[src/rtl/mmf_pkg.sv]
package mmf_pkg;
  typedef struct packed {
    logic load;
    logic scanInit;
    logic scanStep;
    logic divGo;
    logic grant;
  } mmfStrobe_t;
endpackage

[src/rtl/mmf_div.sv]
module mmf_div #(
  parameter int NUM_W = 16,
  parameter int DEN_W = 3
) (
  input  logic             clk,
  input  logic             rst_n,
  input  logic             go,
  input  logic [NUM_W-1:0] num,
  input  logic [DEN_W-1:0] den,
  output logic [NUM_W-1:0] quot,
  output logic             fin
);
  localparam int STEP_W = (NUM_W > 1) ? $clog2(NUM_W) : 1;

  logic [DEN_W-1:0]  acc;
  logic [NUM_W-1:0]  qReg;
  logic [DEN_W-1:0]  denL;
  logic [NUM_W-1:0]  numL;
  logic [STEP_W-1:0] stepCnt;
  logic              running;
  logic [DEN_W:0]    shifted;
  logic [DEN_W:0]    diff;
  logic              fits;

  assign shifted = {acc, qReg[NUM_W-1]};
  assign fits    = shifted >= {1'b0, denL};
  assign diff    = shifted - {1'b0, denL};

  always_ff @(posedge clk or negedge rst_n) begin
    if (!rst_n) begin
      acc     <= '0;
      qReg    <= '0;
      denL    <= '0;
      numL    <= '0;
      stepCnt <= '0;
      running <= 1'b0;
      fin     <= 1'b0;
    end else begin
      fin <= 1'b0;
      if (go) begin
        acc     <= '0;
        qReg    <= num;
        numL    <= num;
        denL    <= den;
        stepCnt <= '0;
        running <= 1'b1;
      end else if (running) begin
        if (fits) begin
          acc  <= diff[DEN_W-1:0];
          qReg <= {qReg[NUM_W-2:0], 1'b1};
        end else begin
          acc  <= shifted[DEN_W-1:0];
          qReg <= {qReg[NUM_W-2:0], 1'b0};
        end
        stepCnt <= stepCnt + 1'b1;
        if (stepCnt == STEP_W'(NUM_W - 1)) begin
          running <= 1'b0;
          fin     <= 1'b1;
        end
      end
    end
  end

  assign quot = qReg;

  logic [NUM_W+DEN_W-1:0] prod;
  logic [NUM_W+DEN_W-1:0] numExt;
  logic [NUM_W+DEN_W-1:0] denExt;
  assign prod   = {{DEN_W{1'b0}}, qReg} * {{NUM_W{1'b0}}, denL};
  assign numExt = {{DEN_W{1'b0}}, numL};
  assign denExt = {{NUM_W{1'b0}}, denL};


  quot_floor_chk: assert property (@(posedge clk) disable iff (!rst_n)
    fin |-> (prod <= numExt) && ((numExt - prod) < denExt));
endmodule

[src/rtl/mmf_ctrl.sv]
module mmf_ctrl
  import mmf_pkg::*;
(
  input  logic       clk,
  input  logic       rst_n,
  input  logic       start,
  input  logic       scanLast,
  input  logic       divFin,
  input  logic       lastFlow,
  output mmfStrobe_t stb,
  output logic       busy,
  output logic       done
);
  typedef enum logic [2:0] {
    ST_IDLE, ST_SCAN, ST_DIVGO, ST_WAIT, ST_GRANT
  } ctrlState_t;

  ctrlState_t state, nextState;

  always_comb begin
    stb       = '0;
    nextState = state;
    unique case (state)
      ST_IDLE: if (start) begin
        stb.load     = 1'b1;
        stb.scanInit = 1'b1;
        nextState    = ST_SCAN;
      end
      ST_SCAN: begin
        stb.scanStep = 1'b1;
        if (scanLast) nextState = ST_DIVGO;
      end
      ST_DIVGO: begin
        stb.divGo = 1'b1;
        nextState = ST_WAIT;
      end
      ST_WAIT: if (divFin) nextState = ST_GRANT;
      ST_GRANT: begin
        stb.grant = 1'b1;
        if (lastFlow) nextState = ST_IDLE;
        else begin
          stb.scanInit = 1'b1;
          nextState    = ST_SCAN;
        end
      end
      default: nextState = ST_IDLE;
    endcase
  end

  always_ff @(posedge clk or negedge rst_n) begin
    if (!rst_n) begin
      state <= ST_IDLE;
      done  <= 1'b0;
    end else begin
      state <= nextState;
      if (state == ST_IDLE && start) done <= 1'b0;
      else if (state == ST_GRANT && lastFlow) done <= 1'b1;
    end
  end

  assign busy = (state != ST_IDLE);


  busy_done_excl_chk: assert property (@(posedge clk) disable iff (!rst_n)
    !(busy && done));


  start_ignored_chk: assert property (@(posedge clk) disable iff (!rst_n)
    (state == ST_SCAN) && start |=> busy);


  done_hold_chk: assert property (@(posedge clk) disable iff (!rst_n)
    $fell(done) |-> $past(start));
endmodule

[src/rtl/mmf_dpath.sv]
module mmf_dpath
  import mmf_pkg::*;
#(
  parameter int NUM_FLOWS = 4,
  parameter int RATE_W    = 16,
  localparam int IDX_W    = (NUM_FLOWS > 1) ? $clog2(NUM_FLOWS) : 1,
  localparam int CNT_W    = $clog2(NUM_FLOWS + 1)
) (
  input  logic              clk,
  input  logic              rst_n,
  input  mmfStrobe_t        stb,
  input  logic              busy,
  input  logic              wrEn,
  input  logic              wrCap,
  input  logic [IDX_W-1:0]  wrIdx,
  input  logic [RATE_W-1:0] wrData,
  input  logic [IDX_W-1:0]  rdIdx,
  output logic [RATE_W-1:0] rdData,
  output logic              scanLast,
  output logic              divFin,
  output logic              lastFlow
);
  logic [RATE_W-1:0]    reqMem   [NUM_FLOWS];
  logic [RATE_W-1:0]    allocMem [NUM_FLOWS];
  logic [NUM_FLOWS-1:0] allocFlag;
  logic [RATE_W-1:0]    capReg;
  logic [RATE_W-1:0]    remCap;
  logic [CNT_W-1:0]     remCnt;
  logic [IDX_W-1:0]     scanIdx;
  logic [IDX_W-1:0]     minIdx;
  logic [RATE_W-1:0]    minReq;
  logic                 minValid;
  logic [RATE_W-1:0]    share;
  logic [RATE_W-1:0]    grantVal;
  logic [RATE_W-1:0]    scanReq;
  logic                 scanTake;
  logic                 hostWr;

  assign hostWr = wrEn && !busy;

  // capacity register
  always_ff @(posedge clk or negedge rst_n) begin
    if (!rst_n) capReg <= '0;
    else if (hostWr && wrCap) capReg <= wrData;
  end

  // per-flow request, allocation and flag
  for (genvar f = 0; f < NUM_FLOWS; f++) begin : g_flow
    logic hit;
    assign hit = (minIdx == IDX_W'(f));

    always_ff @(posedge clk or negedge rst_n) begin
      if (!rst_n) reqMem[f] <= '0;
      else if (hostWr && !wrCap && wrIdx == IDX_W'(f)) reqMem[f] <= wrData;
    end

    always_ff @(posedge clk or negedge rst_n) begin
      if (!rst_n) begin
        allocMem[f]  <= '0;
        allocFlag[f] <= 1'b0;
      end else if (stb.load) begin
        allocMem[f]  <= '0;
        allocFlag[f] <= 1'b0;
      end else if (stb.grant && hit) begin
        allocMem[f]  <= grantVal;
        allocFlag[f] <= 1'b1;
      end
    end
  end

  // linear minimum scan
  assign scanReq  = reqMem[scanIdx];
  assign scanTake = !allocFlag[scanIdx] && (!minValid || scanReq < minReq);
  assign scanLast = (scanIdx == IDX_W'(NUM_FLOWS - 1));

  always_ff @(posedge clk or negedge rst_n) begin
    if (!rst_n) begin
      scanIdx  <= '0;
      minIdx   <= '0;
      minReq   <= '0;
      minValid <= 1'b0;
    end else if (stb.scanInit) begin
      scanIdx  <= '0;
      minValid <= 1'b0;
    end else if (stb.scanStep) begin
      scanIdx <= scanIdx + 1'b1;
      if (scanTake) begin
        minIdx   <= scanIdx;
        minReq   <= scanReq;
        minValid <= 1'b1;
      end
    end
  end

  // share divider
  mmf_div #(.NUM_W(RATE_W), .DEN_W(CNT_W)) u_div (
    .clk   (clk),
    .rst_n (rst_n),
    .go    (stb.divGo),
    .num   (remCap),
    .den   (remCnt),
    .quot  (share),
    .fin   (divFin)
  );

  // grant and remaining resources
  assign grantVal = (minReq <= share) ? minReq : share;
  assign lastFlow = (remCnt == CNT_W'(1));

  always_ff @(posedge clk or negedge rst_n) begin
    if (!rst_n) begin
      remCap <= '0;
      remCnt <= '0;
    end else if (stb.load) begin
      remCap <= capReg;
      remCnt <= CNT_W'(NUM_FLOWS);
    end else if (stb.grant) begin
      remCap <= remCap - grantVal;
      remCnt <= remCnt - 1'b1;
    end
  end

  assign rdData = allocMem[rdIdx];


  min_found_chk: assert property (@(posedge clk) disable iff (!rst_n)
    stb.divGo |-> minValid && !allocFlag[minIdx]);


  grant_fits_chk: assert property (@(posedge clk) disable iff (!rst_n)
    stb.grant |-> grantVal <= remCap);


  cap_monotonic_chk: assert property (@(posedge clk) disable iff (!rst_n)
    busy && !stb.load |=> remCap <= $past(remCap));


  div_nonzero_chk: assert property (@(posedge clk) disable iff (!rst_n)
    stb.divGo |-> remCnt != '0);
endmodule

[src/rtl/maxmin_alloc.sv]
module maxmin_alloc
  import mmf_pkg::*;
#(
  parameter int NUM_FLOWS = 4,
  parameter int RATE_W    = 16,
  localparam int IDX_W    = (NUM_FLOWS > 1) ? $clog2(NUM_FLOWS) : 1
) (
  input  logic              clk,
  input  logic              rst_n,
  input  logic              wrEn,
  input  logic              wrCap,
  input  logic [IDX_W-1:0]  wrIdx,
  input  logic [RATE_W-1:0] wrData,
  input  logic              start,
  input  logic [IDX_W-1:0]  rdIdx,
  output logic [RATE_W-1:0] rdData,
  output logic              busy,
  output logic              done
);
  mmfStrobe_t stb;
  logic scanLast, divFin, lastFlow;

  mmf_ctrl u_ctrl (
    .clk      (clk),
    .rst_n    (rst_n),
    .start    (start),
    .scanLast (scanLast),
    .divFin   (divFin),
    .lastFlow (lastFlow),
    .stb      (stb),
    .busy     (busy),
    .done     (done)
  );

  mmf_dpath #(.NUM_FLOWS(NUM_FLOWS), .RATE_W(RATE_W)) u_dpath (
    .clk      (clk),
    .rst_n    (rst_n),
    .stb      (stb),
    .busy     (busy),
    .wrEn     (wrEn),
    .wrCap    (wrCap),
    .wrIdx    (wrIdx),
    .wrData   (wrData),
    .rdIdx    (rdIdx),
    .rdData   (rdData),
    .scanLast (scanLast),
    .divFin   (divFin),
    .lastFlow (lastFlow)
  );
endmodule

[config.mk]
export PLATFORM = sky130hd
export DESIGN_NAME = maxmin_alloc
export DESIGN_NICKNAME = d
export VERILOG_FILES = /design/src/rtl/mmf_pkg.sv /design/src/rtl/mmf_div.sv /design/src/rtl/mmf_ctrl.sv /design/src/rtl/mmf_dpath.sv /design/src/rtl/maxmin_alloc.sv
export SDC_FILE = /design/constraint.sdc
export NUM_CORES = 1
export LEC_CHECK = 0
export ABC_AREA = 1
export BUFFER_PORTS_ARGS = -buffer_cell sky130_fd_sc_hd__buf_4
export CAP_MARGIN = 10
export CORE_UTILIZATION = 56
export CTS_CLUSTER_SIZE = 10
export DETAILED_ROUTE_END_ITERATION = 10
export PLACE_DENSITY = 0.77
export SLEW_MARGIN = 20
export SYNTH_ARGS = -nofsm -noshare
export SYNTH_HDL_FRONTEND = slang
export SYNTH_SLANG_ARGS = --single-unit
export TNS_END_PERCENT = 100
[constraint.sdc]
create_clock -name clk -period 2.9 [get_ports clk]
set_input_delay 0.29 -clock clk [delete_from_list [all_inputs] [get_ports clk]]
set_output_delay 0.29 -clock clk [all_outputs]
set_load 0.02 [all_outputs]
Word-level counts from Yosys, hierarchy flattened
Cells that the tools add are included.
{ "word_totals": {"regBits": 220, "output_inout_bits": 18, "in_bits": 25, "elab_cells": 154} }
{ "op_classes": {"n_bitwise": 3, "add_sub_neg": 5, "reduce_logical": 35, "order_cmp": 6, "muxes": 62, "eq_ne": 16} }
{ "ops": {"columns": ["cell", "count"], "rows": [
  ["16-bit two-way mux", 17],
  ["16-bit binary-select mux with 2-bit select", 2],
  ["1-bit two-way mux", 27],
  ["3-bit two-way mux", 8],
  ["2-bit nonzero test", 9],
  ["16-bit less-or-equal comparator", 1],
  ["16-bit less-than comparator", 1],
  ["16-bit subtractor", 1],
  ["3-bit case mux with 5 select lines", 1],
  ["1-bit logical AND", 14],
  ["2-bit == test, second input constant", 5],
  ["4-bit two-way mux", 2],
  ["3-bit by 1-bit == test with 1-bit output, second input constant", 2],
  ["3-bit by 2-bit == test with 1-bit output, second input constant", 2],
  ["3-bit greater-or-equal comparator, second input constant", 2],
  ["2-bit two-way mux", 3],
  ["2-bit NOT with 3-bit output", 2],
  ["3-bit AND reduction", 2],
  ["4-bit by 1-bit adder with 4-bit output, second input constant", 1],
  ["2-bit by 1-bit == test with 1-bit output, second input constant", 2],
  ["4-bit == test, second input constant", 1],
  ["4-bit by 3-bit greater-or-equal comparator with 1-bit output", 1],
  ["1-bit logical NOT", 4],
  ["2-bit logical NOT", 2],
  ["14 further kinds", 15]
]} }

Logic depth before layout (Yosys ltp)
Gate-level depths: netlist of run 1.
{ "logic_depth": {"depth_word": 10, "depth_mapped": 28, "ltp_nobuf": 28} }

Hierarchy
From an unflattened synthesis of run 1, not the netlist that was laid out.
{ "unflattened": {"hier_cells": 1382, "hier_area_um2": 11270.8} }
{ "by_module_without_submodules": {"columns": ["module", "instances", "cells_each", "area_each_um2", "seq_area_each_um2"], "rows": [
  ["mmf_dpath", 1, 1197, 9668.0, 4704.5],
  ["mmf_div", 1, 145, 1347.5, 700.7],
  ["mmf_ctrl", 1, 40, 255.2, 100.1]
]} }

Worst setup path before layout of run 1
Ideal clock, no wire load.
{ "synth_path": {"kind": "register to register", "start": "reg u_dpath.u_div.qReg[15], in the netlist u_dpath.u_div.quot[15]", "end": "reg u_dpath.remCap[10]", "setup_time_ps": 124, "path_stages_with_launch": 20, "n_path_buf": 0, "t_required_ps": 2776, "t_arrival_ps": 3057, "period_less_slack_ps": 3181, "slack_ps": -281, "cell_sequence": "dfrtp_1 -> inv_1 -> ha_1 -> nand2_1 -> nor3_2 -> nand3_1 -> nand2_2 -> inv_1 -> nand2_1 -> o21ai_1 -> ha_1 -> fa_1 -> nand3b_1 -> nand2_1 -> a21boi_0 -> o21ai_0 -> a21oi_1 -> xnor2_1 -> nand2_1 -> nand3_1"} }
{ "synth_between": {"elab_chain_cells": 5} }
{ "synth_lines": {"columns": ["element", "line_no", "source"], "rows": [
  ["start, declared", "mmf_div.sv:16", "logic [NUM_W-1:0] qReg;"],
  ["start signal, assigned", "mmf_div.sv:42", "qReg <= num;"],
  ["start signal, assigned", "mmf_div.sv:50", "qReg <= {qReg[NUM_W-2:0], 1'b1};"],
  ["start signal, assigned", "mmf_div.sv:53", "qReg <= {qReg[NUM_W-2:0], 1'b0};"],
  ["16-bit less-or-equal comparator", "mmf_dpath.sv:107", "assign grantVal = (minReq <= share) ? minReq : share;"],
  ["16-bit two-way mux", "mmf_dpath.sv:107", null],
  ["16-bit subtractor", "mmf_dpath.sv:118", "remCap <= remCap - grantVal;"],
  ["16-bit two-way mux", "mmf_dpath.sv:117", "end else if (stb.grant) begin"],
  ["16-bit two-way mux", "mmf_dpath.sv:114", "end else if (stb.load) begin"],
  ["end signal, assigned", "mmf_dpath.sv:115", "remCap <= capReg;"],
  ["end signal, assigned", "mmf_dpath.sv:118", null],
  ["end, declared", "mmf_dpath.sv:27", "logic [RATE_W-1:0] remCap;"]
]} }
Every way passes these cells. The select of a mux whose other input is x is not followed.
A chain may end at the register's enable or synchronous reset.

Worst setup path after layout of run 1
{ "layout_path": {"start": "reg u_dpath.u_div.qReg[11], in the netlist u_dpath.u_div.quot[11]", "end": "reg u_dpath.remCap[15]"} }
{ "layout_between": {"elab_chain_cells": 5} }
{ "layout_lines": {"columns": ["element", "line_no"], "rows": [
  ["16-bit less-or-equal comparator", "mmf_dpath.sv:107"],
  ["16-bit two-way mux *", "mmf_dpath.sv:107"],
  ["16-bit subtractor *", "mmf_dpath.sv:118"],
  ["16-bit two-way mux *", "mmf_dpath.sv:117"],
  ["16-bit two-way mux *", "mmf_dpath.sv:114"]
]} }
Every way passes the cells marked *; elsewhere a longest branch is shown, timed or not. The select of a mux whose other input is x is not followed.

==> reports/results.txt, run 1 <==
Buffers inserted during clock tree synthesis total 26. STA puts the critical path data arrival time at 3.63 ns. The mean number of vias per cell was 5.78; the count of different cell masters after synthesis was 50. The first TritonRoute pass finished after 6 iterations. STA classifies the critical path startpoint as a flip-flop.

At the end of the flow, the number of nets in the layout was 1539. Derived from the worst setup path, the maximum achievable clock frequency is 312 MHz. For the post-synthesis instance area, the log shows 11300 sq um. The average size of a mapped cell is 8.75 sq um. The tools report the number of design rule violations left after detail routing as 0. The total I/O pin count is 43, and the number of levels the H-tree was split into is 1. The total congestion overflow came out at 0. Largest family of logic cells by synthesized area: simple AND/OR/NAND/NOR gates.

Count of maximum capacitance violations: 0. The register clock-pin slew on the reported worst setup and hold paths came out at 0.06 ns. CTS placed an instance of sky130_fd_sc_hd__clkbuf_16 at the clock tree root.

Shortest clock period the worst path allows after layout: 3.21 ns. The run gives 0.0120 ns as the clock tree skew after final layout. Summing the areas of all compound-gate instances in the mapped netlist gives 15.1% of the synthesized area.

Of all nets on the critical path, the largest fanout is 3. The wire-length estimate of the detail-placed layout is 20.7 mm. Number of register bits inferred by synthesis: 220.

Final count of pins violating max slew: 0. The tools report the starting utilization of the core area as 57.7%. Input and output buffers added on the ports amount to 42. The synthesized netlist devotes 6.20% of its cell area to adder and majority cells. The congestion estimate from routability-driven global placement came to 0.970. Setup violations remaining at the end of the flow were counted as 15. Timing analysis after detailed placement gives a worst setup slack of -0.366 ns.

The relative area change from synthesis to final layout is 25.0%, and the sequential cell area fraction in the yosys report is 48.5%. Summing the areas of all xor and xnor instances in the mapped netlist gives 0.926% of the synthesized area. Counting along the longest clock path gives a buffer depth of 3. The detail route stage leaves a number of antenna-violating nets equal to 0. The die covers 20800 sq um. The die is 144 um tall. TritonCTS built the clock tree. For the pin with the worst max-slew slack, the measured transition is 0.977 ns. Measured along the x axis, the die boundary spans 144 um. For the number of clock sinks, the log shows 220. The run gives 49.7 mm as the global-route wire length before repair. The multiplexer area fraction after synthesis was 4.96%; the number of DRC violations after detailed-routing iteration 0 was 898.

Cells fill 72.2% of the core in the end. For this run, the total global-route usage over all layers was measured as 30.8%. The tools report the final setup slack of the worst path as -0.310 ns. After detailed routing, the average wire length per cell comes to 18.1 um. Setup repair after global routing could not meet its margin everywhere.

In the finished design, the share of the clock period the worst path needs comes to 111%. Total detailed-routing wirelength: 31.4 mm. The tools report the source-to-sink clock delay at the later pin of the worst-skew pair as 0.53 ns. After Yosys synthesis, and, or, nand and nor cells account for 17.6% of the synthesized area. Row generation in the floorplan step produced 51 rows. The number of nets handed over by synthesis was 1377. In the final layout, the share of cells above drive strength 1 is 27.0%. The run gives 9751 as the via count of the first global-routing pass. Endpoint class of the critical path: a flip-flop. The cell count after synthesis was 1297. Measured against its own limit, the worst slew margin works out to 34.8%.

The critical path is of the reg -> reg type. The worst register-to-register path has a setup slack of -0.31 ns. The tightest min-delay check is of the in -> reg type.

The final reports fail on negative setup slack. The logs give 0 for the number of antenna violations at the first check in global routing and 0 for the number of synthesis warnings. After floorplanning, the core was sized to cover 19700 sq um.

The total via count after detailed routing was 9997. STA puts the critical path data required time at 3.32 ns. Entering global routing, the biggest net connects 71 pins. The run finished, with violations left.

The tools report the count of final hold-check violations as 0.
## repair_timing
item                                   4_1_cts  5_1_grt
hold buffers                                 2        0
endpoints found under the hold margin       62        0
gates cloned                                 0        0
pin swaps                                   18       14
setup endpoints to repair                   12       34
gates resized for setup                     51       59
setup buffers                               16        4
## synthesized netlist by cell type, drive strengths merged
master	count	share of area, %
a41oi	2	0.15
or2	1	0.055
nor3	15	0.98
o21ai	158	7.0
nand4	6	0.39
nand3	54	2.4
ha	53	5.8
o21bai	1	0.066
o221ai	26	2.0
dfrtp	220	49
a31oi	1	0.055
o21a	1	0.066
and3	1	0.055
nor2	57	2.0
nor3b	1	0.066
a221oi	1	0.23
a211oi	1	0.066
xnor2	6	0.46
nand2	333	11
buf	21	1.2
a21oi	81	3.6
a22o	1	0.077
nand3b	2	0.13
fa	2	0.35
o221a	1	0.099
a21boi	1	0.066
xor2	6	0.46
inv	130	4.3
a21o	2	0.13
a211o	1	0.077
mux2	50	5.0
o211ai	6	0.40
nor4	1	0.055
clkbuf	34	1.1
o22ai	20	1.1
## placed cells by master, fill, tap and decap left out, types with 3 or more instances in the layout
| cell | count |
|---|---|
| sky130_fd_sc_hd__nor2_2 | 7 |
| sky130_fd_sc_hd__nand4_1 | 5 |
| sky130_fd_sc_hd__inv_1 | 110 |
| sky130_fd_sc_hd__nand3_2 | 6 |
| sky130_fd_sc_hd__xnor2_1 | 3 |
| sky130_fd_sc_hd__buf_6 | 4 |
| sky130_fd_sc_hd__ha_4 | 22 |
| sky130_fd_sc_hd__nand2_2 | 25 |
| sky130_fd_sc_hd__clkbuf_16 | 27 |
| sky130_fd_sc_hd__nor3_1 | 6 |
| sky130_fd_sc_hd__clkbuf_1 | 5 |
| sky130_fd_sc_hd__o21ai_1 | 9 |
| sky130_fd_sc_hd__nand2_1 | 301 |
| sky130_fd_sc_hd__xor2_1 | 6 |
| sky130_fd_sc_hd__o21ai_0 | 144 |
| sky130_fd_sc_hd__dfrtp_1 | 220 |
| sky130_fd_sc_hd__a21oi_2 | 16 |
| sky130_fd_sc_hd__nor3_2 | 7 |
| sky130_fd_sc_hd__buf_12 | 4 |
| sky130_fd_sc_hd__xnor2_2 | 3 |
| sky130_fd_sc_hd__buf_4 | 178 |
| sky130_fd_sc_hd__nand2_4 | 6 |
| sky130_fd_sc_hd__o211ai_1 | 6 |
| sky130_fd_sc_hd__o221ai_1 | 26 |
| sky130_fd_sc_hd__ha_1 | 30 |
| sky130_fd_sc_hd__a21oi_1 | 63 |
| sky130_fd_sc_hd__o21ai_2 | 5 |
| sky130_fd_sc_hd__nor2_1 | 49 |
| sky130_fd_sc_hd__inv_2 | 18 |
| sky130_fd_sc_hd__nand3_1 | 48 |
| sky130_fd_sc_hd__mux2_2 | 49 |
| sky130_fd_sc_hd__o22ai_1 | 20 |
## metrics by stage
stage                     hold slack, ns  area [sq um]  instances  setup TNS (ns)
final                             0.0162         14200       1731           -2.43
after global routing              0.0221         14200       1730           -4.04
after CTS                        0.00655         13900       1726          -0.523
after detailed placement           0.271         12800       1674           -3.01
after global placement             0.271         12800       1674           -1.87
after floorplan                 -0.00559         11400       1297         -0.0178
## critical path, stage by stage, from the launching register on
cell and delay [ns]:
sky130_fd_sc_hd__dfrtp_1 0.37, sky130_fd_sc_hd__inv_2 0.08, sky130_fd_sc_hd__ha_4 0.21, sky130_fd_sc_hd__a21oi_1 0.14, sky130_fd_sc_hd__o21ai_1 0.10, sky130_fd_sc_hd__a21oi_2 0.24, sky130_fd_sc_hd__nand2_2 0.12, sky130_fd_sc_hd__buf_4 0.15
sky130_fd_sc_hd__buf_4 0.12, sky130_fd_sc_hd__buf_4 0.12, sky130_fd_sc_hd__buf_4 0.12, sky130_fd_sc_hd__buf_4 0.13, sky130_fd_sc_hd__buf_4 0.12, sky130_fd_sc_hd__buf_4 0.12, sky130_fd_sc_hd__buf_4 0.13, sky130_fd_sc_hd__buf_4 0.12
sky130_fd_sc_hd__buf_4 0.12, sky130_fd_sc_hd__buf_4 0.13, sky130_fd_sc_hd__nand3_2 0.08, sky130_fd_sc_hd__nand3_2 0.10, sky130_fd_sc_hd__nand2_1 0.10, sky130_fd_sc_hd__nand2_1 0.05, sky130_fd_sc_hd__nand3_1 0.07, sky130_fd_sc_hd__nand2_1 0.05
## path summary, 6_finish.rpt
path / startpoint / to / depth (start not counted)
setup / recovery: u_dpath.u_div.quot[11] / u_dpath.remCap[15] / 23
hold / removal: wrData[7] / u_dpath.reqMem[39] / 3
setup reg to reg: u_dpath.u_div.quot[11] / u_dpath.remCap[15] / 23
hold reg to reg: u_dpath.allocMem[32] / u_dpath.allocMem[32] / 2
max in group asynchronous: rst_n / u_dpath.reqMem[57] / 3
min in group asynchronous: rst_n / u_dpath.allocMem[15] / 2
## cell families after synthesis
logic type,count (synthesis)
AOI/OAI and AO/OA,304
buffers and inverters,185
and+or+nand+nor,471
muxes,50
adders and majority gates,55
xor gates and xnor gates,12
DFF,220
## per-layer routing
layer	up-vias	global-route usage, %	part of all wire, %
met4	0	11.2	3.2
met5	-	0	0
li1	4669	-	-
met3	87	4.97	6.2
met2	358	50.1	48
met1	4883	41.8	43
## final cells by class
cell class,instances,area [sq um]
Tap cell,265,332
Fill cell,1451,5470
Timing Repair Buffer,189,1500
Antenna cell,1,2.50
Clock buffer,33,708
Clock inverter,1,5.00
Inverter,130,495
Sequential cell,220,5510
Multi-Input combinational cell,892,5640
## registers in the layout, indices dropped and copies added (netlist names), 4 cells and up
signal and cells:
u_dpath.allocMem 64, u_dpath.u_div.stepCnt 4, u_dpath.remCap 16, u_dpath.minReq 16, u_dpath.allocFlag 4, u_dpath.reqMem 64, u_dpath.u_div.quot 16, u_dpath.capReg 16
Power of run 1 is not shown: default switching activity piles up to over one toggle a cycle in this logic, so the estimate is an artifact.
==> run 2, diff against run 1 <==
- BUFFER_PORTS_ARGS: -buffer_cell sky130_fd_sc_hd__buf_4 -> default
- CORE_UTILIZATION: 56 -> 58
- DONT_BUFFER_PORTS: default -> 1
- SLEW_MARGIN: 20 -> default
==> run 2 against run 1 <==
The flow finishes with violations (negative hold slack, negative setup slack); critical path depth shrank 3; via count shrank 0.96%; worst setup slack gained 0.030 ns; non-clock buffer count shrank 20; wire length grew 0.26%; worst hold slack lost 0.54 ns; final cell count shrank 1.6%; global-route usage grew 0.64 points; core utilization grew 2.4 points; maximum frequency grew 0.94%; first-iteration DRC count shrank 10%; sequential share of layout area grew 0.14 points; critical path type unchanged; critical endpoint is now u_dpath.remCap[10].
==> reports/results.txt, run 2 (synthesis results as in run 1) <==
The run gives 5 (was 6) as the first-pass iteration count of the detailed router. The final number of setup-violating endpoints is 17 (was 15). The via count of the first global-routing pass is 9670 (was 9751), and the number of DRC violations after detailed-routing iteration 0 is 804 (was 898).

For the number of fill cells in the layout, the log shows 1245 (was 1451). The y dimension of the die was 142 um (was 144 um). The number of antenna diodes was 0 (was 1).

The count of maximum capacitance violations is 0 (unchanged), and the utilization after layout is 74.6% (was 72.2%). The logs give 3.60 ns (was 3.63 ns) for the arrival time of data at the critical path endpoint and 14100 sq um (was 14200 sq um) for the post-route cell area. The required time of the critical path is 3.32 ns (about the same), and the register clock-pin slew on the reported worst setup and hold paths is 0.06 ns (about the same). Setup repair after global routing could not meet its margin everywhere. The clock tree skew after final layout was 0.0211 ns (was 0.0120 ns). The tools report the slack of the worst reg-to-reg path as -0.28 ns (was -0.31 ns). Leading cell type in the layout, fill and taps excluded: sky130_fd_sc_hd__nand2_1 (unchanged). The run gives -0.280 ns (was -0.310 ns) as the final setup slack of the worst path.

The global-route wire length before repair was 49.4 mm (was 49.7 mm); the count of final hold-check violations was 220 (was 0). The placed wire-length estimate is 20.4 mm (was 20.7 mm), and the maximum number of pins on one net before global-route repair is 221 (was 71). The relative area change from synthesis to final layout came out at 24.6% (was 25.0%). The tools report the start of the worst register-to-register path as u_dpath.minReq[6] (was u_dpath.u_div.quot[11]). The worst-margin pin slew is 0.788 ns (was 0.977 ns), and the worst max-slew margin expressed relative to the limit is 48.2% (was 34.8%).

The tools report the root buffer selected by CTS as sky130_fd_sc_hd__clkbuf_16 (unchanged). The number of cell instances on the worst register-to-register path is 20 (was 23), and the core region area is 19000 sq um (was 19700 sq um). Total congestion overflow: 0 (unchanged). The tools report the cell row count as 50 (was 51). The total detailed-routing wirelength came out at 31.4 mm (about the same). The quantity of I/O buffers inserted on ports works out to 0 (was 42). Source-to-sink clock delay at the later pin of the worst-skew pair: 0.53 ns (about the same). The number of levels the H-tree was split into came out at 1 (unchanged). Commonest cells after routing, fill and taps aside: sky130_fd_sc_hd__nand2_1, sky130_fd_sc_hd__dfrtp_1, sky130_fd_sc_hd__o21ai_0, sky130_fd_sc_hd__buf_4, sky130_fd_sc_hd__inv_1 (was sky130_fd_sc_hd__nand2_1, sky130_fd_sc_hd__dfrtp_1, sky130_fd_sc_hd__buf_4, sky130_fd_sc_hd__o21ai_0, sky130_fd_sc_hd__inv_1). The worst min-delay path category was in -> async (was in -> reg).

Placed cell area: 12400 sq um (was 12800 sq um). The tools report the number of buffers added to fix hold violations after cts as 17 (was 2). Worst flop-to-flop path endpoint: u_dpath.remCap[10] (was u_dpath.remCap[15]). The tools report the endpoint class of the critical path as a flip-flop (unchanged). Final hold slack: -0.527 ns (was 0.0162 ns). The number of buffers created by CTS is 26 (unchanged), and the final worst-path cycle share is 110% (was 111%). The width of the die was 142 um (was 144 um); the final weighted congestion of routability-driven global placement was 0.935 (was 0.970).

For the maximum buffer depth of the clock tree, the log shows 3 (unchanged). The number of design rule violations left after detail routing came out at 0 (unchanged). The count of nets after finishing is 1519 (was 1539), and the fmax is 314 MHz (was 312 MHz). For the final count of pins violating max slew, the log shows 0 (unchanged). Largest registers: u_dpath.allocMem (64), u_dpath.reqMem (64) (unchanged).

TritonCTS built the clock tree. The tools report the area enclosed by the die boundary as 20100 sq um (was 20800 sq um). The peak fanout along the critical path was 7 (was 3); the remaining number of nets flagged by the antenna check after routing was 0 (unchanged). The number of antenna violations at the first check in global routing was 0 (unchanged).

Worst setup path category: reg -> reg (unchanged). Violated checks: negative hold slack, negative setup slack (was negative setup slack). The wire length per cell after detailed routing works out to 18.5 um (was 18.1 um). The total I/O pin count is 43 (unchanged), and the starting utilization of the core area is 59.9% (was 57.7%). Startpoint kind of the worst setup timing path: a flip-flop (unchanged). The logs give 9901 (was 9997) for the total via count after detailed routing and 31.5% (was 30.8%) for the total track usage.

The flow ran to the end, but the final reports show violations. The shortest clock period the worst path allows after layout is 3.18 ns (was 3.21 ns), and the number of clock sinks is 220 (unchanged). The mean number of vias per cell works out to 5.81 (was 5.78).

The fraction of final layout cells sized beyond drive strength 1 is 25.8% (was 27.0%).
==> run 2: metrics by stage <==
step | cells | TNS [ns] | setup WS (ns)
floorplan | 1297 | -0.0178 | -0.0178
global placement | 1626 | -1.17 | -0.164
detailed placement | 1626 | -1.79 | -0.240
CTS | 1699 | -0.274 | -0.0836
global route | 1704 | -4.93 | -0.444
finish | 1704 | -2.72 | -0.280
==> run 2: worst max-delay path, stage by stage, from the launching register on <==
cell and delay [ns]:
sky130_fd_sc_hd__dfrtp_1 0.41, sky130_fd_sc_hd__ha_1 0.31, sky130_fd_sc_hd__nand2_2 0.10, sky130_fd_sc_hd__nor2_4 0.15, sky130_fd_sc_hd__nand2_1 0.08, sky130_fd_sc_hd__nand2_1 0.09, sky130_fd_sc_hd__nand2_1 0.07, sky130_fd_sc_hd__nand2_2 0.12
sky130_fd_sc_hd__nand2_4 0.11, sky130_fd_sc_hd__inv_8 0.10, sky130_fd_sc_hd__o21ai_2 0.07, sky130_fd_sc_hd__ha_2 0.20, sky130_fd_sc_hd__fa_2 0.34, sky130_fd_sc_hd__nand3b_1 0.19, sky130_fd_sc_hd__nand2_2 0.12, sky130_fd_sc_hd__a21boi_4 0.08
sky130_fd_sc_hd__o21ai_2 0.19, sky130_fd_sc_hd__a21oi_2 0.08, sky130_fd_sc_hd__xnor2_1 0.12, sky130_fd_sc_hd__nand2_1 0.05, sky130_fd_sc_hd__nand3_1 0.05
==> run 2: how the worst max path moves through the flow <==
stage,from,end,slack (ns),depth (start not counted)
CTS,u_dpath.minReq[9],u_dpath.remCap[12],-0.08,17
detailed placement,u_dpath.u_div.quot[10],u_dpath.remCap[11],-0.24,21
floorplan,u_dpath.minReq[10],u_dpath.remCap[10],-0.02,18
global route,u_dpath.minReq[5],u_dpath.remCap[8],-0.44,19
global placement,u_dpath.minReq[10],u_dpath.remCap[10],-0.16,18
finish,u_dpath.minReq[6],u_dpath.remCap[10],-0.28,20
==> run 2: area by class of cell <==
class                   instances  area (sq um)  share of cell area [%]
multi-input cells             892          5690                    40.3
flip-flops and latches        220          5510                    39.0
repair buffers                169          1380                    9.74
clock buffers                  33           738                    5.22
inverters                     130           498                    3.52
well taps                     260           325                    2.30
==> run 2: what timing repair did <==
| action | in CTS | in global routing |
|---|---|---|
| buffers inserted | 23 | 5 |
| gates resized for setup | 53 | 72 |
| endpoints found under the setup margin | 12 | 25 |
| gates cloned | 0 | 0 |
| endpoints found under the hold margin | 301 | 220 |
| pin swaps | 26 | 19 |
==> run 2: metal layers <==
metal / vias to the layer above / share of wire (%) / global-route usage, %
li1: 4631 / - / -
met1: 4811 / 43 / 41.9
met2: 375 / 47 / 50.8
met3: 84 / 6.6 / 6.61
met4: 0 / 3.6 / 12.2
met5: - / 0 / 0
Power of run 2 is left out for the same reason.
